[config.mk]
export PLATFORM = sky130hd
export DESIGN_NAME = tbase_timer
export DESIGN_NICKNAME = d
export VERILOG_FILES = /design/src/rtl/tbase_pkg.sv /design/src/rtl/tbase_fsm.sv /design/src/rtl/tbase_presc.sv /design/src/rtl/tbase_count.sv /design/src/rtl/tbase_timer.sv
export SDC_FILE = /design/constraint.sdc
export NUM_CORES = 1
export LEC_CHECK = 0
export BUFFER_PORTS_ARGS = -buffer_cell sky130_fd_sc_hd__buf_2
export CAP_MARGIN = 25
export CORE_UTILIZATION = 35
export CTS_BUF_LIST = sky130_fd_sc_hd__clkbuf_2
export DETAILED_ROUTE_END_ITERATION = 10
export PLACE_DENSITY = 0.58
export SETUP_SLACK_MARGIN = 0.05
export SYNTH_ARGS = -nofsm -noshare
export SYNTH_HDL_FRONTEND = slang
export SYNTH_SLANG_ARGS = --single-unit
export TNS_END_PERCENT = 5
[constraint.sdc]
create_clock -name clk -period 4.3 [get_ports clk]
set_input_delay 0.215 -clock clk [delete_from_list [all_inputs] [get_ports clk]]
set_output_delay 0.215 -clock clk [all_outputs]
set_load 0.1 [all_outputs]
[src/rtl/tbase_pkg.sv]
package tbase_pkg;
    typedef enum logic [1:0] {
        ST_STOP = 2'd0,
        ST_ARM  = 2'd1,
        ST_RUN  = 2'd2
    } run_state_t;
endpackage

[src/rtl/tbase_fsm.sv]
module tbase_fsm
    import tbase_pkg::*;
(
    input  logic clk,
    input  logic rst_n,
    input  logic en_wr,
    input  logic en_wdata,
    input  logic uev,
    input  logic one_shot,
    output logic run_o
);
    run_state_t state_q, state_d;
    logic       en_bit;

    always_ff @(posedge clk or negedge rst_n) begin
        if (!rst_n) state_q <= ST_STOP;
        else        state_q <= state_d;
    end

    always_comb begin
        state_d = state_q;
        unique case (state_q)
            ST_STOP: if (en_wr && en_wdata) state_d = ST_ARM;
            ST_ARM: begin
                if (en_wr && !en_wdata)         state_d = ST_STOP;
                else if (en_wr)                 state_d = ST_RUN;
                else if (uev && one_shot)       state_d = ST_STOP;
                else                            state_d = ST_RUN;
            end
            ST_RUN: begin
                if (en_wr && !en_wdata)         state_d = ST_STOP;
                else if (!en_wr && uev && one_shot) state_d = ST_STOP;
            end
            default: state_d = ST_STOP;
        endcase
    end

    always_comb begin
        en_bit = 1'b0;
        run_o  = 1'b0;
        unique case (state_q)
            ST_STOP: ;
            ST_ARM:  en_bit = 1'b1;
            ST_RUN: begin
                en_bit = 1'b1;
                run_o  = 1'b1;
            end
            default: ;
        endcase
    end

    AST_ARM_LAG: assert property (@(posedge clk) disable iff (!rst_n)
        $rose(run_o) |-> $past(en_bit));
    AST_ONESHOT_STOP: assert property (@(posedge clk) disable iff (!rst_n)
        (uev && one_shot && !en_wr) |=> !en_bit);
endmodule

[src/rtl/tbase_presc.sv]
module tbase_presc #(
    parameter int PSC_W = 16
) (
    input  logic             clk,
    input  logic             rst_n,
    input  logic             run,
    input  logic             clr,
    input  logic             load,
    input  logic             psc_wr,
    input  logic [PSC_W-1:0] psc_wdata,
    output logic             tick
);
    logic [PSC_W-1:0] psc_pre_q, psc_act_q, psc_cnt_q;

    assign tick = run && (psc_cnt_q == psc_act_q);

    always_ff @(posedge clk or negedge rst_n) begin
        if (!rst_n) begin
            psc_pre_q <= '0;
            psc_act_q <= '0;
            psc_cnt_q <= '0;
        end else begin
            if (psc_wr) psc_pre_q <= psc_wdata;
            if (load)   psc_act_q <= psc_pre_q;
            if (clr || tick)  psc_cnt_q <= '0;
            else if (run)     psc_cnt_q <= psc_cnt_q + 1'b1;
        end
    end

    AST_PSC_BOUND: assert property (@(posedge clk) disable iff (!rst_n)
        psc_cnt_q <= psc_act_q);
    AST_PSC_HOLD: assert property (@(posedge clk) disable iff (!rst_n)
        !load |=> $stable(psc_act_q));
endmodule

[src/rtl/tbase_count.sv]
module tbase_count #(
    parameter int               CNT_W   = 16,
    parameter logic [CNT_W-1:0] ARR_RST = '1
) (
    input  logic             clk,
    input  logic             rst_n,
    input  logic             tick,
    input  logic             sw_upd,
    input  logic             upd_dis,
    input  logic             upd_src,
    input  logic             arr_buf_en,
    input  logic             cnt_wr,
    input  logic [CNT_W-1:0] cnt_wdata,
    input  logic             arr_wr,
    input  logic [CNT_W-1:0] arr_wdata,
    output logic [CNT_W-1:0] cnt_val,
    output logic             uev,
    output logic             upd_evt,
    output logic             upd_req
);
    logic [CNT_W-1:0] cnt_q, arr_pre_q, arr_act_q, arr_eff;
    logic             ovf, req_d;

    assign arr_eff = arr_buf_en ? arr_act_q : arr_pre_q;
    assign ovf     = tick && (arr_eff != '0) && (cnt_q >= arr_eff);
    assign uev     = !upd_dis && (ovf || sw_upd);
    assign req_d   = !upd_dis && (ovf || (sw_upd && !upd_src));
    assign cnt_val = cnt_q;

    always_ff @(posedge clk or negedge rst_n) begin
        if (!rst_n) begin
            arr_pre_q <= ARR_RST;
            arr_act_q <= ARR_RST;
        end else begin
            if (arr_wr) arr_pre_q <= arr_wdata;
            if (uev)    arr_act_q <= arr_pre_q;
            if (arr_wr && !arr_buf_en) arr_act_q <= arr_wdata;
        end
    end

    always_ff @(posedge clk or negedge rst_n) begin
        if (!rst_n)                         cnt_q <= '0;
        else if (sw_upd)                    cnt_q <= '0;
        else if (cnt_wr)                    cnt_q <= cnt_wdata;
        else if (ovf)                       cnt_q <= '0;
        else if (tick && (arr_eff != '0))   cnt_q <= cnt_q + 1'b1;
    end

    always_ff @(posedge clk or negedge rst_n) begin
        if (!rst_n) begin
            upd_evt <= 1'b0;
            upd_req <= 1'b0;
        end else begin
            upd_evt <= uev;
            upd_req <= req_d;
        end
    end

    AST_NO_UEV_WHEN_DIS: assert property (@(posedge clk) disable iff (!rst_n)
        upd_dis |=> !upd_evt);
    AST_REQ_NEEDS_EVT: assert property (@(posedge clk) disable iff (!rst_n)
        upd_req |-> upd_evt);
    AST_ZERO_HOLD: assert property (@(posedge clk) disable iff (!rst_n)
        (arr_eff == '0 && !sw_upd && !cnt_wr) |=> $stable(cnt_q));
    AST_WRITE_WINS: assert property (@(posedge clk) disable iff (!rst_n)
        (cnt_wr && !sw_upd) |=> (cnt_q == $past(cnt_wdata)));
    AST_EVT_AT_ZERO: assert property (@(posedge clk) disable iff (!rst_n)
        (uev && !(cnt_wr && !sw_upd)) |=> (cnt_q == '0));
endmodule

[src/rtl/tbase_timer.sv]
module tbase_timer #(
    parameter int CNT_W = 16,
    parameter int PSC_W = 16
) (
    input  logic             clk,
    input  logic             rst_n,
    input  logic             en_wr,
    input  logic             en_wdata,
    input  logic             upd_dis,
    input  logic             upd_src,
    input  logic             one_shot,
    input  logic             arr_buf_en,
    input  logic             sw_upd,
    input  logic             cnt_wr,
    input  logic [CNT_W-1:0] cnt_wdata,
    input  logic             psc_wr,
    input  logic [PSC_W-1:0] psc_wdata,
    input  logic             arr_wr,
    input  logic [CNT_W-1:0] arr_wdata,
    output logic [CNT_W-1:0] cnt_val,
    output logic             upd_evt,
    output logic             upd_req,
    output logic             cnt_active
);
    localparam logic [CNT_W-1:0] ARR_RST = {CNT_W{1'b1}};

    logic run, tick, uev;

    assign cnt_active = run;

    tbase_fsm u_fsm (
        .clk      (clk),
        .rst_n    (rst_n),
        .en_wr    (en_wr),
        .en_wdata (en_wdata),
        .uev      (uev),
        .one_shot (one_shot),
        .run_o    (run)
    );

    tbase_presc #(.PSC_W(PSC_W)) u_presc (
        .clk       (clk),
        .rst_n     (rst_n),
        .run       (run),
        .clr       (sw_upd),
        .load      (uev),
        .psc_wr    (psc_wr),
        .psc_wdata (psc_wdata),
        .tick      (tick)
    );

    tbase_count #(.CNT_W(CNT_W), .ARR_RST(ARR_RST)) u_count (
        .clk        (clk),
        .rst_n      (rst_n),
        .tick       (tick),
        .sw_upd     (sw_upd),
        .upd_dis    (upd_dis),
        .upd_src    (upd_src),
        .arr_buf_en (arr_buf_en),
        .cnt_wr     (cnt_wr),
        .cnt_wdata  (cnt_wdata),
        .arr_wr     (arr_wr),
        .arr_wdata  (arr_wdata),
        .cnt_val    (cnt_val),
        .uev        (uev),
        .upd_evt    (upd_evt),
        .upd_req    (upd_req)
    );
endmodule

==> flow_metrics.py, run 1 <==
metrics = {
    "outcome": {
        "status": "completed",
    },
    "worst_setup_path": {
        "cp.arrival_ns": 4.16,
        "max_stage_delay_ns": 0.61,
        "crit_fanout": 19,
        "cp-end-kind": "register",
        "crit_required_ns": 4.89,
        "cpLargestDelayFamily": "compound AO/OA/AOI/OAI gates",
        "path_cells": "mux2_2 > ha_1 > nand2b_1 > a2111o_1 > a311oi_2 > o211ai_4 > nor2_4 > a31oi_1 > a221oi_1 > dlygate4sd3_1",
        "critPathSlowestCell": "dlygate4sd3_1",
        "path_class": "reg2reg",
        "worstSetupStartpointType": "register",
        "worst-path-buf-inv": 1,
    },
    "drt": {
        "drc": 0,
        "vias_per_cell": 5.13,
        "post_drt_wl_per_cell_um": 15.1,
        "drt_pass1_iterations": 5,
        "totalWireLength_mm": 12.7,
        "ant_nets": 0,
        "vias": 4316,
        "drtIter0Drc": 196,
    },
    "floorplan": {
        "io_pins": 79,
        "start_util_pct": 35.9,
        "dieArea_mm2": 0.0160,
        "die_h_um": 127,
        "coreArea_mm2": 0.0151,
        "rows": 45,
        "die_w_um": 127,
    },
    "logic_synthesis": {
        "ys_seq_area_share_pct": 46.8,
        "synth-edff-count": 0,
        "synth_nets": 585,
        "synth.top_cells.by_area": "dfrtp_1 31%, dfstp_2 15%, mux2_2 7.9%",
        "ys_ff_latch": 100,
        "synthDistinctLibCells": 46,
        "syn_avg_cell_area_um2": 10.7,
        "async_reset_ff_share_pct": 100,
        "synth_top_area_share_pct": 31.3,
        "syn_area_mm2": 0.00543,
        "synth_cells": 507,
        "ys.flop_type": "dfrtp_1",
        "synth_warnings": 0,
        "synth_area_leader_cell": "dfrtp_1",
    },
    "clock_tree": {
        "clkSlewWorstSetupHoldPaths_ns": 0.27,
        "clk_path_buf_depth": 2,
        "cts_inserted_buffers": 9,
        "clk_latency_ns": 0.62,
        "post_cts_buffers": 0,
        "cts_resized": 0,
        "clock-sinks": 100,
        "hold_buffers": 70,
        "cts-htree-levels": 3,
        "cts_tree": "yes",
        "clock-root-buffer": "clkbuf_2",
    },
    "power_and_ir_drop": {
        "power_mw": 2.16,
        "cellLeakagePower_nw": 3.07,
        "ir_drop_v": 0.000196,
        "p_per_area_mw_per_mm2": 317,
    },
    "place": {
        "port_buffers": 78,
        "post_dp_cell_area_mm2": 0.00597,
        "dpl.hpwl_mm": 8.90,
        "gp_congestion": 0.814,
        "place_ws_ns": 0.725,
    },
    "sta": {
        "relSlewSlack_pct": 43.7,
        "worst_slack_ns": 0.729,
        "maxSlewViolCount": 0,
        "fmax_mhz": 280,
        "period_needed_ns": 3.57,
        "setup_violations": 0,
        "worst_pin_slew_ns": 0.844,
        "finalCritPeriodShare_pct": 83.1,
        "finClkSkew_ns": 0.0268,
        "setup-tns-final_ns": 0,
        "finalHoldViolations": 0,
        "rsz0062_at_grt": "no",
    },
    "grt": {
        "grt_pass1_wl_mm": 21.3,
        "grt_pass1_vias": 4383,
        "grt_max_degree": 69,
        "antenna_found_initial": 0,
        "grt_remaining_overflow": 0,
        "grt_usage_pct": 16.9,
    },
    "final_layout": {
        "utilization_pct": 44.9,
        "nets": 727,
        "drive_above_1_share_pct": 28.3,
        "diodes": 0,
        "final_area_mm2": 0.00680,
        "synthToLayoutAreaGrowth_pct": 25.2,
    },
    "worst_hold_path": {
        "min_path_type": "in2reg",
    },
    "flow_run": {
        "maxCapViolCount": 0,
    },
}
==> flip-flops by register name, indices dropped and copies added, names as in the netlist <==
name,flops
u_count.arr_pre_q,16
u_count.cnt_val,16
u_count.upd_evt,1
u_count.upd_req,1
u_fsm.state_q,2
u_presc.psc_act_q,16
u_presc.psc_pre_q,16
u_presc.psc_cnt_q,16
u_count.arr_act_q,16
==> synth_stat cells, types with 8 or more instances <==
cell and n:
xor2_1 22, nand3_1 13, ha_1 18, a21oi_1 32, nor2_1 47, mux2_4 11
inv_1 25, mux2i_1 32, o21ai_0 18, nand4_1 8, clkbuf_1 10, a31oi_1 10
mux2_2 38, dfstp_2 32, nand2_1 29, nor4_1 8, nor3_1 12, a221oi_1 14
dfrtp_1 68
==> final timing paths <==
check                                startpoint  depth (start not counted)  slack (ns)                     to
min in group asynchronous                 rst_n                          2        0.19        u_count.upd_req
hold reg to reg                u_fsm.state_q[0]                          1        0.48       u_fsm.state_q[0]
max in group asynchronous                 rst_n                          3        3.17  u_presc.psc_pre_q[12]
hold / removal                           psc_wr                          2        0.06   u_presc.psc_pre_q[2]
setup reg to reg           u_count.arr_act_q[0]                         10        0.73     u_count.cnt_val[2]
setup / recovery           u_count.arr_act_q[0]                         10        0.73     u_count.cnt_val[2]
==> kinds of logic after synthesis <==
group | synth area share (%)
AND/OR/NAND/NOR | 13.1
flip-flops | 46.8
AO/OA/AOI/OAI | 10.0
multiplexers | 16.8
buffers and inverters | 4.38
XOR/XNOR | 4.68
adder cells (fa/ha/maj) | 4.15
==> power breakdown <==
part / switching, mW / internal, mW
combinational: 0.292 / 0.248
sequential: 0.0971 / 1.07
clock: 0.320 / 0.131
total: 0.709 / 1.45
==> layout make-up <==
type / count / area, µm²
fill: 1425 / 8350
multi-input combinational: 358 / 2650
sequential: 100 / 2540
timing repair buffer: 155 / 1170
tap: 188 / 235
inverter: 25 / 93.8
clock inverter: 7 / 66.3
clock buffer: 9 / 45.0
==> placed cells by master (no fill, tap or decap), types with 7 or more instances in the layout <==
| cell | n |
|---|---|
| dfrtp_1 | 68 |
| mux2_4 | 11 |
| dfstp_2 | 32 |
| and3_1 | 7 |
| ha_1 | 18 |
| nor4_1 | 8 |
| nand2_1 | 29 |
| nor2_1 | 47 |
| mux2i_1 | 32 |
| dlygate4sd3_1 | 70 |
| a31oi_1 | 10 |
| inv_1 | 25 |
| o21ai_0 | 18 |
| buf_2 | 78 |
| xor2_1 | 22 |
| mux2_2 | 38 |
| clkbuf_2 | 9 |
| a21oi_1 | 32 |
| xnor2_1 | 7 |
| nor3_1 | 12 |
| nand4_1 | 8 |
| nand3_1 | 13 |
| a221oi_1 | 14 |
==> routing by layer <==
layer	global-route usage [%]	up-vias	wire length [µm]
met4	5.74	0	201
li1	-	2096	-
met3	4.01	17	645
met2	29.6	113	6290
met5	0	-	0
met1	20.3	2090	5560
==> per-stage QoR <==
step           std cells  hold slack [ns]
2_1_floorplan        507          -0.0806
3_3_place_gp         752            0.374
5_1_grt              842           0.0285
6_report             842           0.0640
3_5_place_dp         755            0.384
4_1_cts              841           0.0123
(Power assumes the default switching activity.)
==> run 2: changes to the inputs <==
--- a/config.mk
+++ b/config.mk
@@ -10,7 +10,7 @@
 export CORE_UTILIZATION = 35
 export CTS_BUF_LIST = sky130_fd_sc_hd__clkbuf_2
 export DETAILED_ROUTE_END_ITERATION = 10
-export PLACE_DENSITY = 0.58
+export PLACE_DENSITY = 0.6
 export SETUP_SLACK_MARGIN = 0.05
 export SYNTH_ARGS = -nofsm -noshare
 export SYNTH_HDL_FRONTEND = slang
==> constraint.sdc (replaced) <==
create_clock -name clk -period 3 [get_ports clk]
set_input_delay 0.15 -clock clk [delete_from_list [all_inputs] [get_ports clk]]
set_output_delay 0.15 -clock clk [all_outputs]
set_load 0.1 [all_outputs]
==> run 2 against run 1 <==
The flow now finishes with violations (design-rule violations). Final area is 1.5% higher. Combinational power rose by 51%. Cell count increased by 0.36%. Setup slack got worse by 0.66 ns. Clock skew decreased by 0.0034 ns. Non-clock buffer count grew 3. Die area did not move. Total power is 44% higher. Wire length rose by 2.5%. Critical path depth shrank 1. Core utilization rose by 0.67 points. Critical endpoint is now u_presc.psc_act_q[7].
==> flow_metrics.py, run 2 (synthesized netlist as in run 1, its figures left out) <==
metrics = {
    "outcome": {
        "status": "finished, violations left",
        "violations": "design-rule violations",
    },
    "power_and_ir_drop": {
        "p_per_area_mw_per_mm2": 450,
        "cellLeakagePower_nw": 3.10,
        "ir_drop_v": 0.000218,
    },
    "final_layout": {
        "final_common_cell": "buf_2",
        "diodes": 0,
        "utilization_pct": 45.6,
        "nets": 730,
        "synthToLayoutAreaGrowth_pct": 27.1,
        "fill_cells": 1449,
        "final_area_mm2": 0.00690,
        "layout_common_cells": "78 x buf_2, 65 x dfrtp_1, 63 x dlygate4sd3_1",
        "drive_above_1_share_pct": 31.1,
    },
    "floorplan": {
        "rows": 45,
        "dieArea_mm2": 0.0160,
        "io_pins": 79,
        "die_h_um": 127,
        "die_w_um": 127,
        "start_util_pct": 35.9,
        "coreArea_mm2": 0.0151,
    },
    "place": {
        "gp_congestion": 0.868,
        "post_dp_cell_area_mm2": 0.00601,
        "port_buffers": 78,
        "place_ws_ns": 0.0770,
        "dpl.hpwl_mm": 8.90,
    },
    "sta": {
        "rsz0062_at_grt": "no",
        "finClkSkew_ns": 0.0233,
        "relSlewSlack_pct": 64.6,
        "finalHoldViolations": 0,
        "setup_violations": 0,
        "worst_pin_slew_ns": 0.530,
        "maxSlewViolCount": 0,
        "setup-tns-final_ns": 0,
        "worst_slack_ns": 0.0663,
        "fmax_mhz": 341,
        "finalCritPeriodShare_pct": 97.8,
        "period_needed_ns": 2.93,
    },
    "grt": {
        "antenna_found_initial": 0,
        "grt_usage_pct": 16.7,
        "grt_remaining_overflow": 0,
        "grt_max_degree": 76,
        "grt_pass1_vias": 4440,
        "grt_pass1_wl_mm": 21.2,
    },
    "drt": {
        "ant_nets": 0,
        "drc": 2,
        "post_drt_wl_per_cell_um": 15.4,
        "drt_pass1_iterations": 7,
        "vias": 4284,
        "totalWireLength_mm": 13.0,
        "vias_per_cell": 5.07,
        "drtIter0Drc": 250,
    },
    "worst_setup_path": {
        "cp-end-kind": "register",
        "r2r_setup_slack_ns": 0.07,
        "crit_fanout": 11,
        "cp.arrival_ns": 3.44,
        "startpoint": "u_count.arr_pre_q[0]",
        "path_class": "reg2reg",
        "r2r-start": "u_count.arr_pre_q[0]",
        "crit_required_ns": 3.51,
        "worstSetupStartpointType": "register",
        "reg2reg_depth": 9,
        "worstReg2RegEnd": "u_presc.psc_act_q[7]",
        "endpoint": "u_presc.psc_act_q[7]",
    },
    "worst_hold_path": {
        "min_path_type": "in2reg",
    },
    "clock_tree": {
        "cts_tree": "yes",
        "cts-htree-levels": 3,
        "cts_inserted_buffers": 9,
        "clock-sinks": 100,
        "clock-root-buffer": "clkbuf_2",
        "clk_path_buf_depth": 2,
        "clkSlewWorstSetupHoldPaths_ns": 0.30,
        "clk_latency_ns": 0.59,
    },
    "flow_run": {
        "maxCapViolCount": 0,
    },
}
==> run 2: cell types whose count changed in the layout (fill, tap and decap cells not counted), sizes merged <==
cell,change
clkinvlp,-2
clkbuf,+3
bufinv,-1
dlygate4sd3,-7
buf,+8
inv,+2
==> run 2: per-stage QoR <==
step	cells	total power, mW	hold slack (ns)
floorplan	507	2.19	-0.146
global placement	759	2.37	0.341
detailed placement	759	2.40	0.357
CTS	836	3.11	0.00344
global route	845	3.29	0.0570
finish	845	3.10	0.0799
==> run 2: worst min-delay path by stage <==
stage | start | to | slack, ns | cells past startpoint
final | arr_wr | u_count.arr_pre_q[15] | 0.08 | 2
after global routing | arr_wr | u_count.arr_pre_q[5] | 0.06 | 2
after CTS | psc_wr | u_presc.psc_pre_q[11] | 0.003 | 2
after detailed placement | rst_n | u_count.cnt_val[6] | 0.36 | 1
after global placement | one_shot | u_fsm.state_q[1] | 0.34 | 2
after floorplan | rst_n | u_count.cnt_val[10] | -0.15 | 0
==> run 2: what timing repair did <==
action,in CTS,in global routing
gates resized for setup,0,8
hold buffers,61,2
buffers inserted,0,2
hold endpoints to repair,124,44
setup endpoints to repair,5,42
cloned,0,4
pin swaps,1,9
==> run 2: where the power goes <==
group | internal (mW) | switching (mW)
registers | 1.53 | 0.131
logic | 0.375 | 0.438
clock network | 0.135 | 0.489
total | 2.04 | 1.06
==> run 2: area by class of cell <==
class | instances | area (µm²) | area share, %
Multi-Input combinational cell | 358 | 2680 | 38.9
Inverter | 25 | 93.8 | 1.36
Clock inverter | 6 | 57.6 | 0.834
Clock buffer | 10 | 50.0 | 0.725
Sequential cell | 100 | 2550 | 36.9
Tap cell | 188 | 235 | 3.41
Timing Repair Buffer | 158 | 1230 | 17.9
==> run 2: worst max-delay path, cell delays in order (launching register included) <==
cell and delay (ns):
dfstp_2 0.45, mux2_4 0.27, ha_1 0.27, nand2b_4 0.14, a2111o_1 0.37, a311oi_2 0.37
o211ai_4 0.19, a31o_4 0.32, buf_6 0.17, mux2_4 0.30
==> run 2: layer usage <==
layer  GRT usage (%)  wire length [µm]
met4            5.32               221
met5               0                 0
met2            29.3              6480
met3            3.42               507
met1            20.3              5800
